==> src/rtl/vseg_pkg.sv <==
package vseg_pkg;
  localparam int VA_W    = 32;
  localparam int SEL_W   = 3;
  localparam int FAULT_W = 2;

  typedef enum logic [1:0] {
    PRIV_KERN   = 2'b00,
    PRIV_SUP    = 2'b01,
    PRIV_USER   = 2'b10,
    PRIV_USER_X = 2'b11
  } priv_e;

  typedef enum logic [2:0] {
    SEG_USER      = 3'd0,
    SEG_KDIR_CACH = 3'd1,
    SEG_KDIR_UNC  = 3'd2,
    SEG_SUP_MAP   = 3'd3,
    SEG_KERN_MAP  = 3'd4
  } seg_e;

  typedef enum logic [FAULT_W-1:0] {
    FLT_NONE  = 2'd0,
    FLT_LOAD  = 2'd1,
    FLT_STORE = 2'd2
  } fault_e;

  typedef struct packed {
    logic [VA_W-1:0] paddr;
    logic            tlb;
    logic            rd;
    logic            wr;
    fault_e          fault;
  } xlate_t;
endpackage

==> src/rtl/vseg_classify.sv <==
module vseg_classify
  import vseg_pkg::*;
(
  input  logic [VA_W-1:0] vaddr,
  output seg_e            seg
);
  logic [SEL_W-1:0] sel;
  assign sel = vaddr[VA_W-1 -: SEL_W];

  always_comb begin
    casez (sel)
      3'b0??:  seg = SEG_USER;
      3'b100:  seg = SEG_KDIR_CACH;
      3'b101:  seg = SEG_KDIR_UNC;
      3'b110:  seg = SEG_SUP_MAP;
      default: seg = SEG_KERN_MAP;
    endcase
  end
endmodule

==> src/rtl/vseg_priv_check.sv <==
module vseg_priv_check
  import vseg_pkg::*;
(
  input  seg_e       seg,
  input  logic [1:0] priv_mode,
  output logic       allowed
);
  logic is_kern, is_sup, is_user;

  assign is_kern = (priv_mode == PRIV_KERN);
  assign is_sup  = (priv_mode == PRIV_SUP);
  assign is_user = !is_kern && !is_sup;

  always_comb begin
    case (seg)
      SEG_USER:      allowed = 1'b1;
      SEG_KDIR_CACH: allowed = is_kern;
      SEG_KDIR_UNC:  allowed = is_kern;
      SEG_SUP_MAP:   allowed = is_kern || is_sup;
      SEG_KERN_MAP:  allowed = is_kern;
      default:       allowed = 1'b0;
    endcase
  end

  // both user encodings are refused every privileged window
  always_comb begin
    if (is_user && seg != SEG_USER)
      p_user_refused_r10: assert (!allowed);
  end
endmodule

==> src/rtl/vseg_map.sv <==
module vseg_map
  import vseg_pkg::*;
#(
  parameter logic [VA_W-1:0] FIXED_OFFSET   = 32'h4000_0000,
  parameter logic [VA_W-1:0] DIRECT_MASK    = 32'h1FFF_FFFF,
  parameter bit              HAS_FIXED_MODE = 1'b1
) (
  input  logic [VA_W-1:0] vaddr,
  input  seg_e            seg,
  input  logic            err_level,
  input  logic            fixed_map,
  input  logic            allowed,
  input  logic            is_store,
  output xlate_t          result
);
  logic   fixed_sel;
  xlate_t std_res;
  xlate_t fix_res;

  generate
    if (HAS_FIXED_MODE) begin : g_fixed
      assign fixed_sel = fixed_map;
    end else begin : g_no_fixed
      logic unused_fixed;
      assign unused_fixed = fixed_map;
      assign fixed_sel    = 1'b0;
    end
  endgenerate

  // Standard privilege-gated decode
  always_comb begin
    std_res = '0;
    case (seg)
      SEG_USER: begin
        if (err_level) begin
          std_res.paddr = vaddr;
          std_res.rd    = 1'b1;
          std_res.wr    = 1'b1;
        end else begin
          std_res.tlb   = 1'b1;
        end
      end
      SEG_KDIR_CACH, SEG_KDIR_UNC: begin
        if (allowed) begin
          std_res.paddr = vaddr & DIRECT_MASK;
          std_res.rd    = 1'b1;
          std_res.wr    = 1'b1;
        end
      end
      default: begin
        if (allowed) std_res.tlb = 1'b1;
      end
    endcase
    if (!allowed) std_res.fault = is_store ? FLT_STORE : FLT_LOAD;
  end

  // Fixed arithmetic mapping, no lookup and no gating
  always_comb begin
    fix_res    = '0;
    fix_res.rd = 1'b1;
    fix_res.wr = 1'b1;
    case (seg)
      SEG_USER:                    fix_res.paddr = err_level ? vaddr : vaddr + FIXED_OFFSET;
      SEG_KDIR_CACH, SEG_KDIR_UNC: fix_res.paddr = vaddr & DIRECT_MASK;
      default:                     fix_res.paddr = vaddr;
    endcase
  end

  assign result = fixed_sel ? fix_res : std_res;
endmodule

==> src/rtl/vseg_decoder.sv <==
module vseg_decoder
  import vseg_pkg::*;
#(
  parameter logic [VA_W-1:0] FIXED_OFFSET   = 32'h4000_0000,
  parameter logic [VA_W-1:0] DIRECT_MASK    = 32'h1FFF_FFFF,
  parameter bit              HAS_FIXED_MODE = 1'b1
) (
  input  logic            clk,
  input  logic            rst_n,
  input  logic            in_valid,
  output logic            in_ready,
  input  logic [VA_W-1:0] in_vaddr,
  input  logic            in_store,
  input  logic [1:0]      priv_mode,
  input  logic            err_level,
  input  logic            fixed_map,
  output logic            out_valid,
  input  logic            out_ready,
  output logic [VA_W-1:0] out_paddr,
  output logic            out_tlb_req,
  output logic            out_rd_ok,
  output logic            out_wr_ok,
  output logic [1:0]      out_fault
);
  seg_e   seg;
  logic   allowed;
  xlate_t next_res;
  xlate_t res_q;
  logic   valid_q;

  vseg_classify u_classify (
    .vaddr (in_vaddr),
    .seg   (seg)
  );

  vseg_priv_check u_priv (
    .seg       (seg),
    .priv_mode (priv_mode),
    .allowed   (allowed)
  );

  vseg_map #(
    .FIXED_OFFSET   (FIXED_OFFSET),
    .DIRECT_MASK    (DIRECT_MASK),
    .HAS_FIXED_MODE (HAS_FIXED_MODE)
  ) u_map (
    .vaddr     (in_vaddr),
    .seg       (seg),
    .err_level (err_level),
    .fixed_map (fixed_map),
    .allowed   (allowed),
    .is_store  (in_store),
    .result    (next_res)
  );

  assign in_ready = !valid_q || out_ready;

  always_ff @(posedge clk or negedge rst_n) begin
    if (!rst_n) begin
      valid_q <= 1'b0;
      res_q   <= '0;
    end else if (in_ready) begin
      valid_q <= in_valid;
      if (in_valid) res_q <= next_res;
    end
  end

  assign out_valid   = valid_q;
  assign out_paddr   = res_q.paddr;
  assign out_tlb_req = res_q.tlb;
  assign out_rd_ok   = res_q.rd;
  assign out_wr_ok   = res_q.wr;
  assign out_fault   = res_q.fault;

  p_accept_r11: assert property (@(posedge clk) disable iff (!rst_n)
    in_valid && in_ready |=> out_valid);

  p_hold_r11: assert property (@(posedge clk) disable iff (!rst_n)
    out_valid && !out_ready |=> out_valid && $stable(out_paddr) && $stable(out_fault)
                                && $stable(out_tlb_req));

  p_drain_r11: assert property (@(posedge clk) disable iff (!rst_n)
    !in_valid && in_ready |=> !out_valid);

  p_fault_clean_r9: assert property (@(posedge clk) disable iff (!rst_n)
    out_valid && out_fault != 2'd0 |-> !out_tlb_req && !out_rd_ok && !out_wr_ok
                                       && out_paddr == '0);

  p_lookup_clean_r1: assert property (@(posedge clk) disable iff (!rst_n)
    out_valid && out_tlb_req |-> !out_rd_ok && !out_wr_ok && out_fault == 2'd0);
endmodule

==> config.mk <==
export PLATFORM = sky130hd
export DESIGN_NAME = vseg_decoder
export DESIGN_NICKNAME = d
export VERILOG_FILES = /design/src/rtl/vseg_pkg.sv /design/src/rtl/vseg_classify.sv /design/src/rtl/vseg_priv_check.sv /design/src/rtl/vseg_map.sv /design/src/rtl/vseg_decoder.sv
export SDC_FILE = /design/constraint.sdc
export NUM_CORES = 1
export LEC_CHECK = 0
export ABC_CLOCK_PERIOD_IN_PS = 2100
export BUFFER_PORTS_ARGS = -buffer_cell sky130_fd_sc_hd__buf_4
export CELL_PAD_IN_SITES_DETAIL_PLACEMENT = 1
export CELL_PAD_IN_SITES_GLOBAL_PLACEMENT = 2
export CORE_ASPECT_RATIO = 0.8
export CORE_UTILIZATION = 35
export CTS_BUF_LIST = sky130_fd_sc_hd__clkbuf_2 sky130_fd_sc_hd__clkbuf_4 sky130_fd_sc_hd__clkbuf_8
export DETAILED_ROUTE_END_ITERATION = 16
export HOLD_SLACK_MARGIN = 0.08
export PLACE_DENSITY = 0.86
export RECOVER_POWER = 100
export SLEW_MARGIN = 20
export SYNTH_ARGS = -nofsm -noshare
export SYNTH_HDL_FRONTEND = slang
export SYNTH_HIERARCHICAL = 1
export SYNTH_SLANG_ARGS = --single-unit
==> constraint.sdc <==
create_clock -name clk -period 2.1 [get_ports clk]
set_clock_uncertainty 0.2 [all_clocks]
set_input_delay 0.63 -clock clk [delete_from_list [all_inputs] [get_ports clk]]
set_output_delay 0.63 -clock clk [all_outputs]
set_load 0.02 [all_outputs]
==> flow_summary.toml <==
[final_layout]
final_cell_mix = "buf_4, clkbuf_1, dfrtp_1"
nNetsFinal = 281
syn_to_final_growth_pct = 33.2
layout_commonest_cell = "buf_4"
drive_gt1_share_pct = 55.0
fin_cells = 318
diodes = 0

[detailed_routing]
vias_per_cell = 4.59
vias = 1461
initialDrtViolationCount = 42
wire_per_inst_um = 15.3
firstDrtPassIters = 4
ant_nets = 0
route.detailed.drc = 0
drt-total-wl_um = 4880

[pwr]
ir_worst_vdd_v = 0.000262
p_total_w = 0.00230
power.density_mw_per_mm2 = 822
p_leak_nw = 1.39

[clocking]
clkSinkCount = 38
clk_latency_ns = 0.29
holdBufCountCts = 0
numCtsBuffers = 5
clk_pin_slew_ns = 0.08
cts.path.max_buffers = 2
postCtsSetupBuffers = 0
h-tree-depth = 2
cts_root_buf = "clkbuf_8"
cts_tree = "yes"

[placement]
dp.cells = 310
numPortBuffers = 79
dp_slack_ns = -0.725
dpl.hpwl_um = 3620
routabilityCongestion = 0.711

[critical_path]
cp_slowest_stage_delay_ns = 0.33
path_common_cell = "and2_4"
critPathKind = "primary input to flip-flop"
critPathSlowestCell = "a221o_1"
critPathMaxFanout = 31
crit_chain = "buf_6 > xor2_1 > and2_4 > o21ai_1 > a211o_1 > nor2b_1 > a221o_1 > buf_12 > and2_4 > mux2_4"
reg2reg_slack_ns = 0.64
cp.required_ns = 2.08
cp-start-kind = "primary input"
cp-end-kind = "flip-flop"
crit_arrival_ns = 2.46

[sta]
worst_slack_ns = -0.373
period_minus_slack_ns = 2.47
hold_slack_ns = 0.267
period_share_pct = 118
final-setup-viol-count = 31
fmax_ghz = 0.404
slew_violations = 0
rsz0062_at_grt = "yes"
max-slew-margin-rel_pct = 36.4
hold_viol_final = 0
worstMarginPinSlew_ns = 0.955

[status]
status = "finished, violations left"
violations = "setup timing"

[min_path]
min-delay-path-class = "primary input to async pin"

[die]
coreArea_mm2 = 0.00562
num_rows = 24
fp.dieH_um = 71.2
ioPinCount = 80
start_util_pct = 37.3
die-area_mm2 = 0.00631
die_w_um = 88.5

[grt]
grt_usage_pct = 16.1
grt_overflow = 0
grt_pass1_vias = 1490
antenna_found_initial = 0
grt_pass1_wl_um = 7670
grt_start_max_net_pins = 39

[synth]
ys_top_cells_by_area = "dfrtp_1, mux2_4, and2_4, mux2_2, buf_12"
yosysTopAreaCellShare_pct = 45.3
syn-cell-area_mm2 = 0.00210
syn_area_per_cell_um2 = 14.2
synth_cell_types = 35
yosysSeqAreaShare_pct = 45.3
ys_ff_latch = 38
yosys_warnings = 6
synth_top_cell_by_area = "dfrtp_1"
syn_nets = 190
synthCells = 148

[run]
maxCapViolations = 0
[worst max-delay path, delay by kind of cell]
family                 cells  cell delay [ns]
XOR/XNOR                   1             0.13
AO/OA/AOI/OAI              3             0.69
multiplexers               1             0.27
AND/OR/NAND/NOR            3             0.45
buffers and inverters      2             0.28
[final cells by class]
cell class	count	area, um2
clock buffer	5	68.8
clock inverter	3	45.0
tap	78	97.6
fill	639	2820
sequential	38	951
multi-input combinational	101	1040
inverter	1	3.75
timing repair buffer	92	587
[worst paths after layout]
path	startpoint	to	cells after the start
min in group clk	out_rd_ok	out_rd_ok	1
worst max-delay path	in_vaddr[30]	out_paddr[4]	10
worst max register to register	out_valid	out_rd_ok	4
max in group asynchronous	rst_n	out_paddr[30]	1
worst min register to register	out_rd_ok	out_rd_ok	1
worst min-delay path	rst_n	out_paddr[8]	1
[logic make-up (layout without fill, tap and decap cells)]
logic type                 Yosys count  count (layout)  share of synthesized area [%]
and+or+nand+nor                     49              49                           18.6
buffers and inverters                9             101                           5.19
adders and majority gates            1               1                          0.597
DFF                                 38              38                           45.3
muxes                               37              37                           25.2
xor gates and xnor gates             2               2                          0.835
AOI/OAI and AO/OA                   12              12                           4.24
[state kept, by name (all words and copies together), names as in the netlist]
register,cells
out_tlb_req,1
out_valid,1
out_fault,2
out_rd_ok,1
out_paddr,32
out_wr_ok,1
[synth_stat cells, drive strengths merged]
library cell	instances
dfrtp	38
mux2	37
and2	30
buf	7
nand2	4
nor2	3
a2bb2oi	2
nor2b	2
nor3	2
o21ai	2
xor2	2
a211o	1
a21boi	1
a21o	1
a21oi	1
a221o	1
a31o	1
and2b	1
and3	1
clkbuf	1
ha	1
inv	1
nand2b	1
nand4bb	1
nor3b	1
nor4bb	1
o21bai	1
o22ai	1
or2b	1
or3	1
[report_power, final]
group | switching [W] | total [W] | internal, W | leakage [nW]
Sequential | 0.0000714 | 0.000924 | 0.000853 | 0.472
Clock | 0.000274 | 0.000627 | 0.000353 | 0.0504
Combinational | 0.000368 | 0.000745 | 0.000378 | 0.862
[routing by layer]
layer	routed length [um]	part of all wire, %	track usage, %	vias up
met4	58	1.2	6.45	0
met5	0	0	0	-
met1	2340	48	23.2	715
li1	-	-	-	689
met2	2200	45	24.4	52
met3	278	5.7	2.65	5
[stage by stage]
stage | TNS [ns] | utilization, % | instance area (um2)
finish | -10.74 | 49.8 | 2790
global route | -14.13 | 49.8 | 2790
CTS | -10.95 | 52.5 | 2950
detailed placement | -22.61 | 50.3 | 2820
global placement | -20.97 | 50.3 | 2820
floorplan | -16.80 | - | 2100
[repair_timing]
item	in CTS	in global routing
gates resized for setup	2	1
gates cloned	0	0
setup endpoints to repair	31	33
(Power assumes the default switching activity.)
